### config.mk
export PLATFORM = sky130hd
export DESIGN_NAME = spi_shift_master
export DESIGN_NICKNAME = d
export VERILOG_FILES = /design/src/rtl/spi_shift_master.sv
export SDC_FILE = /design/constraint.sdc
export NUM_CORES = 1
export LEC_CHECK = 0
export ABC_AREA = 1
export BUFFER_PORTS_ARGS = -buffer_cell sky130_fd_sc_hd__buf_2
export CORE_UTILIZATION = 25
export CTS_CLUSTER_DIAMETER = 200
export CTS_CLUSTER_SIZE = 30
export DETAILED_ROUTE_END_ITERATION = 6
export SYNTH_ARGS = -nofsm -noshare
export SYNTH_HDL_FRONTEND = slang
export SYNTH_SLANG_ARGS = --single-unit
### constraint.sdc
create_clock -name clk -period 1.5 [get_ports clk]
set_input_delay 0.3 -clock clk [delete_from_list [all_inputs] [get_ports clk]]
set_output_delay 0.3 -clock clk [all_outputs]
set_load 0.03 [all_outputs]
### src/rtl/spi_shift_master.sv
module spi_shift_master #(
  parameter int NB = 8,
  parameter int DW = 8
) (
  input  logic          clk,
  input  logic          rst_n,
  input  logic          cfg_cpol,
  input  logic          cfg_cke,
  input  logic          cfg_smp,
  input  logic [DW-1:0] div_half,
  input  logic          tx_we,
  input  logic [NB-1:0] tx_data,
  input  logic          rx_rd,
  output logic [NB-1:0] rx_data,
  output logic          buf_full,
  output logic          overflow,
  output logic          busy,
  output logic          sck,
  output logic          sdo,
  input  logic          sdi
);
  localparam int BW = (NB > 1) ? $clog2(NB) : 1;
  localparam logic [BW-1:0] LASTBIT = BW'(NB - 1);

  logic          busy_q, half_q, samp_q, cke_q, smp_q, full_q, ovf_q;
  logic [DW-1:0] hcnt_q, hl_q;
  logic [BW-1:0] bitn_q;
  logic [NB-1:0] sh_q, rxb_q;

  wire [DW-1:0] hl_in    = (div_half == '0) ? '0 : div_half - 1'b1;
  wire          start    = tx_we && !busy_q;
  wire          half_end = busy_q && (hcnt_q == hl_q);
  wire          bit_end  = half_end && half_q;
  wire          last     = bit_end && (bitn_q == LASTBIT);
  wire          in_bit   = smp_q ? sdi : samp_q;
  wire [NB-1:0] sh_nx    = {sh_q[NB-2:0], in_bit};

  always_ff @(posedge clk or negedge rst_n) begin
    if (!rst_n) begin
      busy_q <= 1'b0;
      half_q <= 1'b0;
      hcnt_q <= '0;
      bitn_q <= '0;
      sh_q   <= '0;
      samp_q <= 1'b0;
      cke_q  <= 1'b0;
      smp_q  <= 1'b0;
      hl_q   <= '0;
      rxb_q  <= '0;
    end else if (start) begin
      busy_q <= 1'b1;
      half_q <= 1'b0;
      hcnt_q <= '0;
      bitn_q <= '0;
      sh_q   <= tx_data;
      cke_q  <= cfg_cke;
      smp_q  <= cfg_smp;
      hl_q   <= hl_in;
    end else if (busy_q) begin
      if (half_end) begin
        hcnt_q <= '0;
        half_q <= ~half_q;
      end else begin
        hcnt_q <= hcnt_q + 1'b1;
      end
      if (half_end && !half_q) samp_q <= sdi;
      if (bit_end) begin
        sh_q   <= sh_nx;
        bitn_q <= bitn_q + 1'b1;
      end
      if (last) begin
        busy_q <= 1'b0;
        rxb_q  <= sh_nx;
      end
    end
  end

  always_ff @(posedge clk or negedge rst_n) begin
    if (!rst_n) begin
      full_q <= 1'b0;
      ovf_q  <= 1'b0;
    end else begin
      if (last)       full_q <= 1'b1;
      else if (rx_rd) full_q <= 1'b0;
      if (last && full_q && !rx_rd) ovf_q <= 1'b1;
    end
  end

  assign busy     = busy_q;
  assign buf_full = full_q;
  assign overflow = ovf_q;
  assign rx_data  = rxb_q;
  assign sdo      = busy_q & sh_q[NB-1];
  assign sck      = cfg_cpol ^ (busy_q & (cke_q ? half_q : ~half_q));


  sdo_step_chk: assert property (@(posedge clk) disable iff (!rst_n)
    (busy && $past(busy) && (sdo != $past(sdo))) |-> $past(bit_end));


  sck_step_chk: assert property (@(posedge clk) disable iff (!rst_n)
    (busy && $past(busy) && (sck != $past(sck))) |-> $past(half_end));


  cpol_hold_chk: assert property (@(posedge clk) disable iff (!rst_n)
    $past(busy) |-> $stable(cfg_cpol));


  done_full_chk: assert property (@(posedge clk) disable iff (!rst_n)
    $fell(busy) |-> buf_full);


  full_rise_chk: assert property (@(posedge clk) disable iff (!rst_n)
    $rose(buf_full) |-> $fell(busy));


  ovf_sticky_chk: assert property (@(posedge clk) disable iff (!rst_n)
    $past(overflow) |-> overflow);


  bit_order_chk: assert property (@(posedge clk) disable iff (!rst_n)
    (busy && $past(busy)) |-> (bitn_q >= $past(bitn_q)));
endmodule

# Word level (Yosys, flattened, before mapping)
# Cells that the tools add are included.
# word_totals
register_bits,42
output_inout_bits,13
elab_cells,61
input_bits,24
# classes
reduce_logical,19
bitwise_logic,5
n_eq_ne,2
n_mux,20
addsub,3
# op_table
operator,count
8-bit two-way mux,7
1-bit two-way mux,10
3-bit two-way mux,3
"8-bit by 1-bit adder with 8-bit output, second input constant",1
8-bit equality test,1
8-bit logical NOT,1
2-bit nonzero test,4
"8-bit by 1-bit subtractor with 8-bit output, second input constant",1
1-bit logical AND,7
3-bit AND reduction,2
2-bit AND reduction,2
"3-bit by 1-bit adder with 3-bit output, second input constant",1
"3-bit equality test, second input constant",1
1-bit logical NOT,3
1-bit bitwise AND,2
1-bit NOT,2
1-bit bitwise XOR,1

# Logic depth before layout (Yosys ltp)
# Gate-level depths: netlist of the first run.
# logic_depth
depth_word,7
depth_mapped,10
mapped_depth_nobuf,10

# Least setup slack after synthesis of the first run
# No wires, ideal clock.
# synth_path
kind,register -> output
from,"reg busy_q, in the netlist busy"
to,out sck
arrival_time_ps,1420
stages_incl_launch_ff,5
slack_ps,-220
n_path_buf,0
t_required_ps,1200
cell_sequence,dfrtp_1 -> inv_2 -> a21oi_1 -> o21ai_0 -> xnor2_1
# synth_between
elab_chain_cells,2
# synth_rtl
element,line,text
start: declaration,25,"logic busy_q, half_q, samp_q, cke_q, smp_q, full_q, ovf_q;"
start signal: assignment,40,busy_q <= 1'b0;
start signal: assignment,51,busy_q <= 1'b1;
start signal: assignment,72,busy_q <= 1'b0;
1-bit bitwise AND,94,assign sck = cfg_cpol ^ (busy_q & (cke_q ? half_q : ~half_q));
1-bit bitwise XOR,94,
end: declaration,18,"output logic sck,"
# No other way between the ends.

# Worst setup path after layout of the first run
# Ends and elaborated chain as after synthesis.

==> impl_metrics.json, run 1 <==
{
  "syn2layout_area_growth_pct": 32.71,
  "synth.avg_cell_area_sq_um": 7.842,
  "worst_clock_skew_ps": 12.99,
  "reg2reg_depth": 9,
  "stdcell_count": 472,
  "tightestPinTransition_ps": 313.8,
  "nFillCells": 914,
  "fp.coreArea_sq_um": 8891,
  "cts-htree-levels": 2,
  "min_period_ps": 1571,
  "drv_slew": 0,
  "post_dp_cell_area_sq_um": 2771,
  "multi_input_area_sq_um": 1186,
  "ios": 37,
  "use_met2_pct": 18.77,
  "initial_core_util_pct": 26.37,
  "wirelength_mm": 5.581,
  "cp_max_fo": 2,
  "finalCritPeriodShare_pct": 104.8,
  "dp_cells": 450,
  "peakVddDrop_uv": 423.3,
  "antenna_left": 0,
  "hold_viol": 0,
  "dp_hpwl_mm": 4.006,
  "drv_cap": 0,
  "synth_top_cell_by_area": "dfrtp_1",
  "end_kind": "output port",
  "clk_latency_ps": 310,
  "violations": "setup timing",
  "timing.hold.ws_ps": 192.8,
  "finalPower_mw": 4.052,
  "die_w_microns": 98.85,
  "cts_tree": "done",
  "status": "complete, but fails checks",
  "place.gp.congestion": 0.8245,
  "synth_nets": 328,
  "synth_seq_cells": 42,
  "drt_iter0_markers": 132,
  "powerDensity_nw_per_um2": 1302,
  "slew_headroom_pct": 79.08,
  "numCtsBuffers": 5,
  "netlist_area_sq_um": 2345,
  "synthFlopType": "dfrtp_1",
  "grt.total_usage_pct": 11.86,
  "cts_sinks": 42,
  "drive_above_1_share_pct": 32.69,
  "power.leakage_nw": 1.631,
  "synth_area_leaders": "dfrtp_1 (45%), nand2_1 (19%), nand3_2 (5.1%), inv_1 (4.0%), nand4_1 (3.2%)",
  "drt_drc_violations_left": 0,
  "hp-class": "primary input to flip-flop",
  "grt_pass1_wl_mm": 9.294,
  "setup_violations": 7,
  "vias_per_cell": 4.400,
  "worstPathArrival_ps": 1270,
  "use_met1_pct": 16.31,
  "seq_area_sq_um": 1055,
  "die_h_microns": 98.85,
  "crit_required_ps": 1200,
  "first_global_vias": 1970,
  "row_count": 34,
  "synth_cell_types": 26,
  "clk_pin_slew_ps": 90,
  "critical_path_class": "flip-flop to output port",
  "layout.nets": 392,
  "cts_root_buf": "clkbuf_8",
  "start_kind": "flip-flop",
  "tns_ps": -169.1,
  "synthDominantCellAreaShare_pct": 44.82,
  "synthArstFlopShare_pct": 100.0,
  "yosysSeqAreaShare_pct": 44.82,
  "vias": 2077,
  "hold_depth": 2,
  "finalInstanceArea_sq_um": 3112,
  "grtUsageMet3_pct": 2.270,
  "rsz0062_at_grt": "true",
  "port_buffers": 36,
  "fmax_ghz": 0.6364,
  "busiest_layer": "met2",
  "dr.pass1.iters": 4,
  "clk_path_buf_depth": 2,
  "fp.dieArea_sq_um": 9770,
  "setup_ws_ps": -71.39,
  "postSynthCellCount": 299,
  "yosysWarnings": 0,
  "grt_max_degree": 41,
  "wl_per_cell_microns": 11.82,
  "grt_overflow": 0,
  "synth_enable_flop_cells": 0,
  "grt_antenna_before_repair": 0,
  "antenna_cells": 0
}
[routing by layer]
metal	part of all wire, %	vias up
met2	45	37
met4	1.5	0
met3	3.0	5
met1	50	954
met5	0	-
li1	-	1081
[state kept, by name (all words and copies together), names as in the netlist]
name / cells
bitn_q: 3
buf_full: 1
busy: 1
cke_q: 1
half_q: 1
hcnt_q: 8
hl_q: 8
overflow: 1
rx_data: 8
samp_q: 1
sh_q: 8
smp_q: 1
[metrics by stage]
step,worst slack (ps),utilization (%)
floorplan,16.41,-
global placement,54.70,31.17
detailed placement,29.97,31.17
CTS,-60.58,32.76
global route,-133.6,35.00
finish,-71.39,35.00
[synth_stat cells (all sizes together), types with 2 or more instances]
cell type  instances
ha                 5
nand3             22
o22ai              8
o21ai             14
a21oi              4
clkbuf             2
nand4             14
nor3               2
buf                7
nor2              14
dfrtp             42
inv               33
xnor2              3
nand2            118
clkinv             2
xor2               8
[worst max-delay path, stage by stage (launching register included)]
cell and delay, ps:
dfrtp_2 410, inv_4 50, a21oi_2 110, o21ai_2 100, xnor2_2 140, buf_6 150
[where the power goes]
group	internal (mW)	switching [mW]	leakage (nW)	total, mW
combinational	0.704	0.883	1.07	1.59
sequential	1.40	0.280	0.519	1.68
clock	0.336	0.447	0.0447	0.784
total	2.44	1.61	1.63	4.05
[cells in the final DEF, fill, tap and decap left out, types with 10 or more instances in the layout]
cell	instances
nand4_1	12
nor2_1	10
nand2_1	110
o21ai_0	11
buf_6	10
inv_1	23
buf_4	18
dfrtp_1	39
buf_2	33
nand3_2	13
[layout make-up]
type	count	share of cell area (%)
clock buffer	5	2.212
inverter	35	4.302
multi-input combinational	213	38.12
clock inverter	3	0.8042
sequential	42	33.90
tap	108	4.343
timing repair buffer	66	16.32
[cell families (layout without fill, tap and decap cells)]
family | count (synthesis) | in the layout | synth area share (%)
fa+ha+maj | 5 | 5 | 2.668
buf+inv | 44 | 109 | 7.951
xor+xnor | 11 | 11 | 4.109
flops | 42 | 42 | 44.82
simple gates | 171 | 171 | 34.31
compound gates | 26 | 26 | 6.136
[worst paths after layout]
path                                     endpoint  slack (ps)            startpoint
hold reg to reg              overflow$_DFFE_PN0P_         460  overflow$_DFFE_PN0P_
setup / recovery                              sck         -70        busy$_DFF_PN0_
max in group asynchronous   hcnt_q[7]$_DFFE_PN0P_         750                 rst_n
min in group asynchronous    overflow$_DFFE_PN0P_         330                 rst_n
setup reg to reg           rx_data[1]$_DFFE_PN0P_         -20        busy$_DFF_PN0_
hold / removal               buf_full$_DFFE_PN0P_         190                 rx_rd
[repair_timing]
item | CTS | global route
gates resized for setup | 9 | 29
pin swaps | 2 | 18
cloned | 0 | 1
endpoints found under the setup margin | 1 | 34
endpoints found under the hold margin | 2 | 0
hold buffers | 1 | 0
setup buffers | 2 | 10
Note: power is estimated with default switching activity, not from simulation.
==> run 2: changes to the inputs <==
Settings changed: ABC_AREA 1 to not set.
==> impl_metrics.json, run 2 <==
{
  "status": "complete, but fails checks",
  "violations": "setup timing",
  "dr.pass1.iters": 4,
  "drt_drc_violations_left": 0,
  "row_count": 32,
  "first_global_vias": 1606,
  "syn2layout_area_growth_pct": 38.26,
  "worst_clock_skew_ps": 8.760,
  "cp_max_fo": 6,
  "drv_slew": 0,
  "yosysWarnings": 0,
  "rsz0062_at_grt": "true",
  "mostFrequentLayoutCells": "dfrtp_1 (41), buf_2 (34), nand2_1 (32)",
  "cts_root_buf": "clkbuf_8",
  "synthDominantCellAreaShare_pct": 50.30,
  "clk_latency_ps": 300,
  "grt.total_usage_pct": 11.34,
  "place.gp.congestion": 0.7230,
  "fp.dieArea_sq_um": 8727,
  "synth_top_cell_by_area": "dfrtp_1",
  "crit_required_ps": 1680,
  "cts_sinks": 42,
  "postSynthCellCount": 200,
  "end_kind": "flip-flop",
  "port_buffers": 36,
  "synth_cell_types": 37,
  "layout.nets": 302,
  "critical_path_class": "flip-flop to flip-flop",
  "die_w_microns": 93.42,
  "post_dp_cell_area_sq_um": 2631,
  "timing.rr.start": "hl_q[3]$_DFFE_PN0P_",
  "grt_overflow": 0,
  "synth_nets": 229,
  "post-place-ws_ps": -258.7,
  "vias_per_cell": 4.495,
  "start_kind": "flip-flop",
  "nFillCells": 783,
  "cts_tree": "done",
  "crit_start": "hl_q[3]$_DFFE_PN0P_",
  "drv_cap": 0,
  "initial_core_util_pct": 26.49,
  "slowest_delay_ps": 390,
  "numCtsBuffers": 5,
  "holdCritStartpoint": "cfg_smp",
  "grt_pass1_wl_mm": 7.672,
  "crit_family": "simple AND/OR/NAND/NOR gates",
  "finalCritPeriodShare_pct": 114.4,
  "worstPathArrival_ps": 1900,
  "wl_per_cell_microns": 12.57,
  "synth_seq_cells": 42,
  "cts-htree-levels": 2,
  "powerDensity_nw_per_um2": 1428,
  "path_cells": "xor2_1 -> nor3_2 -> and4_4 -> clkbuf_16 -> mux2i_1 -> o21ai_1",
  "multi_input_area_sq_um": 1070,
  "tightestPinTransition_ps": 374.4,
  "grt_antenna_before_repair": 0,
  "synthFlopType": "dfrtp_1",
  "finalInstanceArea_sq_um": 2889,
  "ios": 37,
  "synth.avg_cell_area_sq_um": 10.45,
  "synthTopCellsByCount": "dfrtp_1 (42), nand2_1 (32), o21ai_0 (12)",
  "vias": 1690,
  "drt_iter0_markers": 79,
  "antenna_left": 0,
  "wirelength_mm": 4.725,
  "hp-class": "primary input to flip-flop",
  "peakVddDrop_uv": 468.5,
  "dp_hpwl_mm": 3.439,
  "fmax_ghz": 0.5828,
  "critPathSlowestCell": "dfrtp_1",
  "yosysMostFrequentCell": "dfrtp_1",
  "min_period_ps": 1716,
  "final_common_cell": "dfrtp_1",
  "synth_enable_flop_cells": 0,
  "antenna_cells": 0,
  "synth_area_leaders": "dfrtp_1 (50%), nand2_1 (5.7%), mux2_2 (5.4%), mux2i_1 (4.8%), xnor2_1 (3.8%)",
  "clk_path_buf_depth": 2,
  "seq_area_sq_um": 1052,
  "fp.coreArea_sq_um": 7888,
  "yosysSeqAreaShare_pct": 50.30,
  "slew_headroom_pct": 74.98,
  "die_h_microns": 93.42,
  "setup_ws_ps": -216.0,
  "synthArstFlopShare_pct": 100.0,
  "fin_util_pct": 36.63,
  "drive_above_1_share_pct": 40.88,
  "hold_viol": 0,
  "cp.buffers_inverters": 1,
  "grt_max_degree": 43,
  "setup_violations": 30,
  "clk_pin_slew_ps": 80,
  "power.leakage_nw": 1.384,
  "netlist_area_sq_um": 2090
}
## run 2: cell count changes in the layout (fill, tap and decap cells not counted), sizes merged, moves of 5 or more
| cell | change |
|---|---|
| nand2 | -85 |
| o21ai | +5 |
| nand4 | -13 |
| o22ai | -6 |
| nand2b | +7 |
| buf | +6 |
| inv | -27 |
| nor3 | +5 |
| xnor2 | +6 |
| mux2i | +10 |
| nand3 | -18 |
| mux2 | +10 |
## run 2: cell type report
class | instances | area share [%]
clock buffer | 5 | 2.382
multi-input combinational | 146 | 37.03
sequential | 42 | 36.42
inverter | 6 | 0.7796
clock inverter | 3 | 0.8662
tap | 102 | 4.417
timing repair buffer | 72 | 18.10
## run 2: per-layer routing
layer,part of all wire [%],up-vias,track usage [%]
met4,1.5,0,4.231
met5,0,-,0
li1,-,839,-
met2,49,25,18.26
met1,47,820,15.18
met3,3.3,6,1.951
## run 2: logic make-up after synthesis
kind of cell | share of synthesized area [%]
compound gates | 9.881
xor+xnor | 5.868
fa+ha+maj | 2.994
buf+inv | 2.754
flops | 50.30
mux | 10.18
simple gates | 18.02
## run 2: worst min-delay path: cells and delay by family
family	cells	cell delay, ps
buffers and inverters	1	80
AND/OR/NAND/NOR	2	80
## run 2: timing repair
item,in CTS,in global routing
gates resized for setup,23,12
hold buffers,1,0
endpoints found under the setup margin,32,34
endpoints found under the hold margin,42,0
setup buffers,1,2
cloned,1,1
pin swaps,15,13
## run 2: worst paths after layout
| check | endpoint | slack (ps) | depth (start not counted) |
|---|---|---|---|
| setup / recovery | sh_q[5]$_DFFE_PN0P_ | -220 | 6 |
| hold / removal | smp_q$_DFFE_PN0P_ | 200 | 3 |
| setup reg to reg | sh_q[5]$_DFFE_PN0P_ | -220 | 6 |
| hold reg to reg | hl_q[0]$_DFFE_PN0P_ | 510 | 2 |
| max in group asynchronous | busy$_DFF_PN0_ | 790 | 3 |
| min in group asynchronous | hcnt_q[7]$_DFFE_PN0P_ | 500 | 3 |
## run 2: through the flow
step	power, mW	cells	hold slack, ps	setup TNS [ps]
floorplan	2.559	200	4.409	-1640
global placement	3.080	363	295.0	-4585
detailed placement	3.127	363	295.5	-5724
CTS	4.085	374	196.8	-3652
global route	4.408	376	193.9	-6155
finish	4.126	376	198.0	-4185
## run 2: report_power, final
group	total [mW]	switching [mW]	internal (mW)
clock	0.768	0.431	0.336
sequential	1.73	0.268	1.47
combinational	1.62	0.746	0.877
==> run 3: changes to the inputs <==
Settings changed: SETUP_SLACK_MARGIN set to 0.4.
==> impl_metrics.json, run 3 (synthesis gave the netlist of run 2 again) <==
{
  "clk_latency_ps": 290,
  "dr.pass1.iters": 4,
  "finalCritPeriodShare_pct": 111.5,
  "fin_util_pct": 39.45,
  "cp_max_fo": 10,
  "drv_slew": 0,
  "grt_max_degree": 27,
  "worst_clock_skew_ps": 1.607,
  "row_count": 32,
  "hold_end": "smp_q$_DFFE_PN0P_",
  "setup_ws_ps": -173.1,
  "drt_iter0_markers": 26,
  "grt_antenna_before_repair": 0,
  "hp-class": "primary input to flip-flop",
  "switchingPower_mw": 1.466,
  "grt_pass1_wl_mm": 8.238,
  "wl_per_cell_microns": 12.78,
  "critical_path_class": "flip-flop to flip-flop",
  "cts_root_buf": "clkbuf_8",
  "end_kind": "flip-flop",
  "cts-htree-levels": 2,
  "grt_overflow": 0,
  "ios": 37,
  "die_h_microns": 93.42,
  "syn2layout_area_growth_pct": 48.92,
  "hold_depth": 3,
  "grt.total_usage_pct": 12.25,
  "cts_tree": "done",
  "reg2reg_depth": 5,
  "wirelength_mm": 4.935,
  "fp.coreArea_sq_um": 7888,
  "drv_cap": 0,
  "layout.nets": 312,
  "rsz0062_at_grt": "true",
  "fp.dieArea_sq_um": 8727,
  "antenna_left": 0,
  "cts_sinks": 42,
  "fmax_ghz": 0.5977,
  "reg2reg_to": "rx_data[3]$_DFFE_PN0P_",
  "slowest_delay_ps": 460,
  "p_sw_share_pct": 34.31,
  "clk_pin_slew_ps": 80,
  "mostFrequentLayoutCells": "dfrtp_1 (41), buf_4 (35), nand2_1 (30)",
  "vias_per_cell": 4.549,
  "slew_headroom_pct": 77.06,
  "initial_core_util_pct": 26.49,
  "hold_viol": 0,
  "finalPower_mw": 4.274,
  "holdCritStartpoint": "cfg_smp",
  "p_seq_share_pct": 41.0,
  "drive_above_1_share_pct": 46.48,
  "setup_violations": 26,
  "min_period_ps": 1673,
  "dp_hpwl_mm": 3.418,
  "peakVddDrop_uv": 482.7,
  "r2r_setup_slack_ps": -170,
  "powerDensity_nw_per_um2": 1373,
  "tightestPinTransition_ps": 339.3,
  "path_cells": "nand2b_4 -> o2111a_1 -> and4_4 -> nand2_4 -> mux2_2",
  "crit_required_ps": 1680,
  "die_w_microns": 93.42,
  "power.leakage_nw": 1.508,
  "worstPathArrival_ps": 1850,
  "intPower_mw": 2.807,
  "timing.rr.start": "hcnt_q[5]$_DFFE_PN0P_",
  "violations": "setup timing",
  "vias": 1756,
  "place.gp.congestion": 0.7560,
  "power_frac_clock_pct": 17.0,
  "timing.hold.ws_ps": 202.6,
  "final_common_cell": "dfrtp_1",
  "combPwrFrac_pct": 42.0,
  "port_buffers": 36,
  "first_global_vias": 1731,
  "critPathSlowestCell": "dfrtp_1",
  "clk_path_buf_depth": 2,
  "status": "complete, but fails checks",
  "start_kind": "flip-flop",
  "numCtsBuffers": 5,
  "antenna_cells": 0,
  "drt_drc_violations_left": 0
}
## run 3: worst max path at each step
stage | from | end | slack (ps) | depth (start not counted)
after floorplan | hcnt_q[6]$_DFFE_PN0P_ | sh_q[2]$_DFFE_PN0P_ | -110 | 7
after global placement | div_half[5] | hl_q[7]$_DFFE_PN0P_ | -240 | 5
after detailed placement | div_half[5] | hl_q[7]$_DFFE_PN0P_ | -260 | 5
after CTS | hl_q[6]$_DFFE_PN0P_ | sh_q[0]$_DFFE_PN0P_ | -150 | 6
after global routing | hl_q[0]$_DFFE_PN0P_ | sh_q[0]$_DFFE_PN0P_ | -290 | 6
final | hcnt_q[5]$_DFFE_PN0P_ | rx_data[3]$_DFFE_PN0P_ | -170 | 5
## run 3: power groups by stage
stage	Sequential [mW]	Combinational, mW	Clock, mW
final	1.75	1.80	0.726
after global routing	1.80	2.00	0.811
after CTS	1.75	1.70	0.756
after detailed placement	1.75	1.45	0
after global placement	1.75	1.40	0
after floorplan	1.74	0.886	0
## run 3: stage by stage
stage | TNS, ps | cell area [sq um] | instances | setup slack, ps
2_1_floorplan | -1616 | 2136 | 200 | -105.0
3_3_place_gp | -4321 | 2644 | 362 | -237.9
3_5_place_dp | -4846 | 2644 | 362 | -260.4
4_1_cts | -3131 | 2990 | 379 | -150.9
5_1_grt | -6768 | 3112 | 386 | -285.4
6_report | -3670 | 3112 | 386 | -173.1
## run 3: area by class of cell
class / count / area (sq um)
tap: 102 / 127.6
clock buffer: 6 / 72.57
multi-input combinational: 146 / 1139
timing repair buffer: 82 / 684.4
sequential: 42 / 1052
clock inverter: 2 / 13.76
inverter: 6 / 22.52
fill: 788 / 4776
## run 3: critical path: cells and delay by family (launching register included)
family	cells	cell delay [ps]
AOI/OAI and AO/OA	1	210
and+or+nand+nor	3	590
DFF	1	460
muxes	1	300
## run 3: repair_timing
| action | in CTS | in global routing |
|---|---|---|
| hold buffers | 1 | 0 |
| resized for setup | 59 | 14 |
| pin swaps | 7 | 9 |
| setup buffers | 7 | 5 |
| hold endpoints to repair | 16 | 0 |
| gates cloned | 1 | 2 |
| setup endpoints to repair | 55 | 55 |
## run 3: metal layers
metal  vias up  share of wire (%)  GRT usage, %
met1       837                 45         16.03
met4         0                2.5         5.000
met2        48                 48         19.61
met3        12                4.9         2.602
met5         -                  0             0
li1        859                  -             -
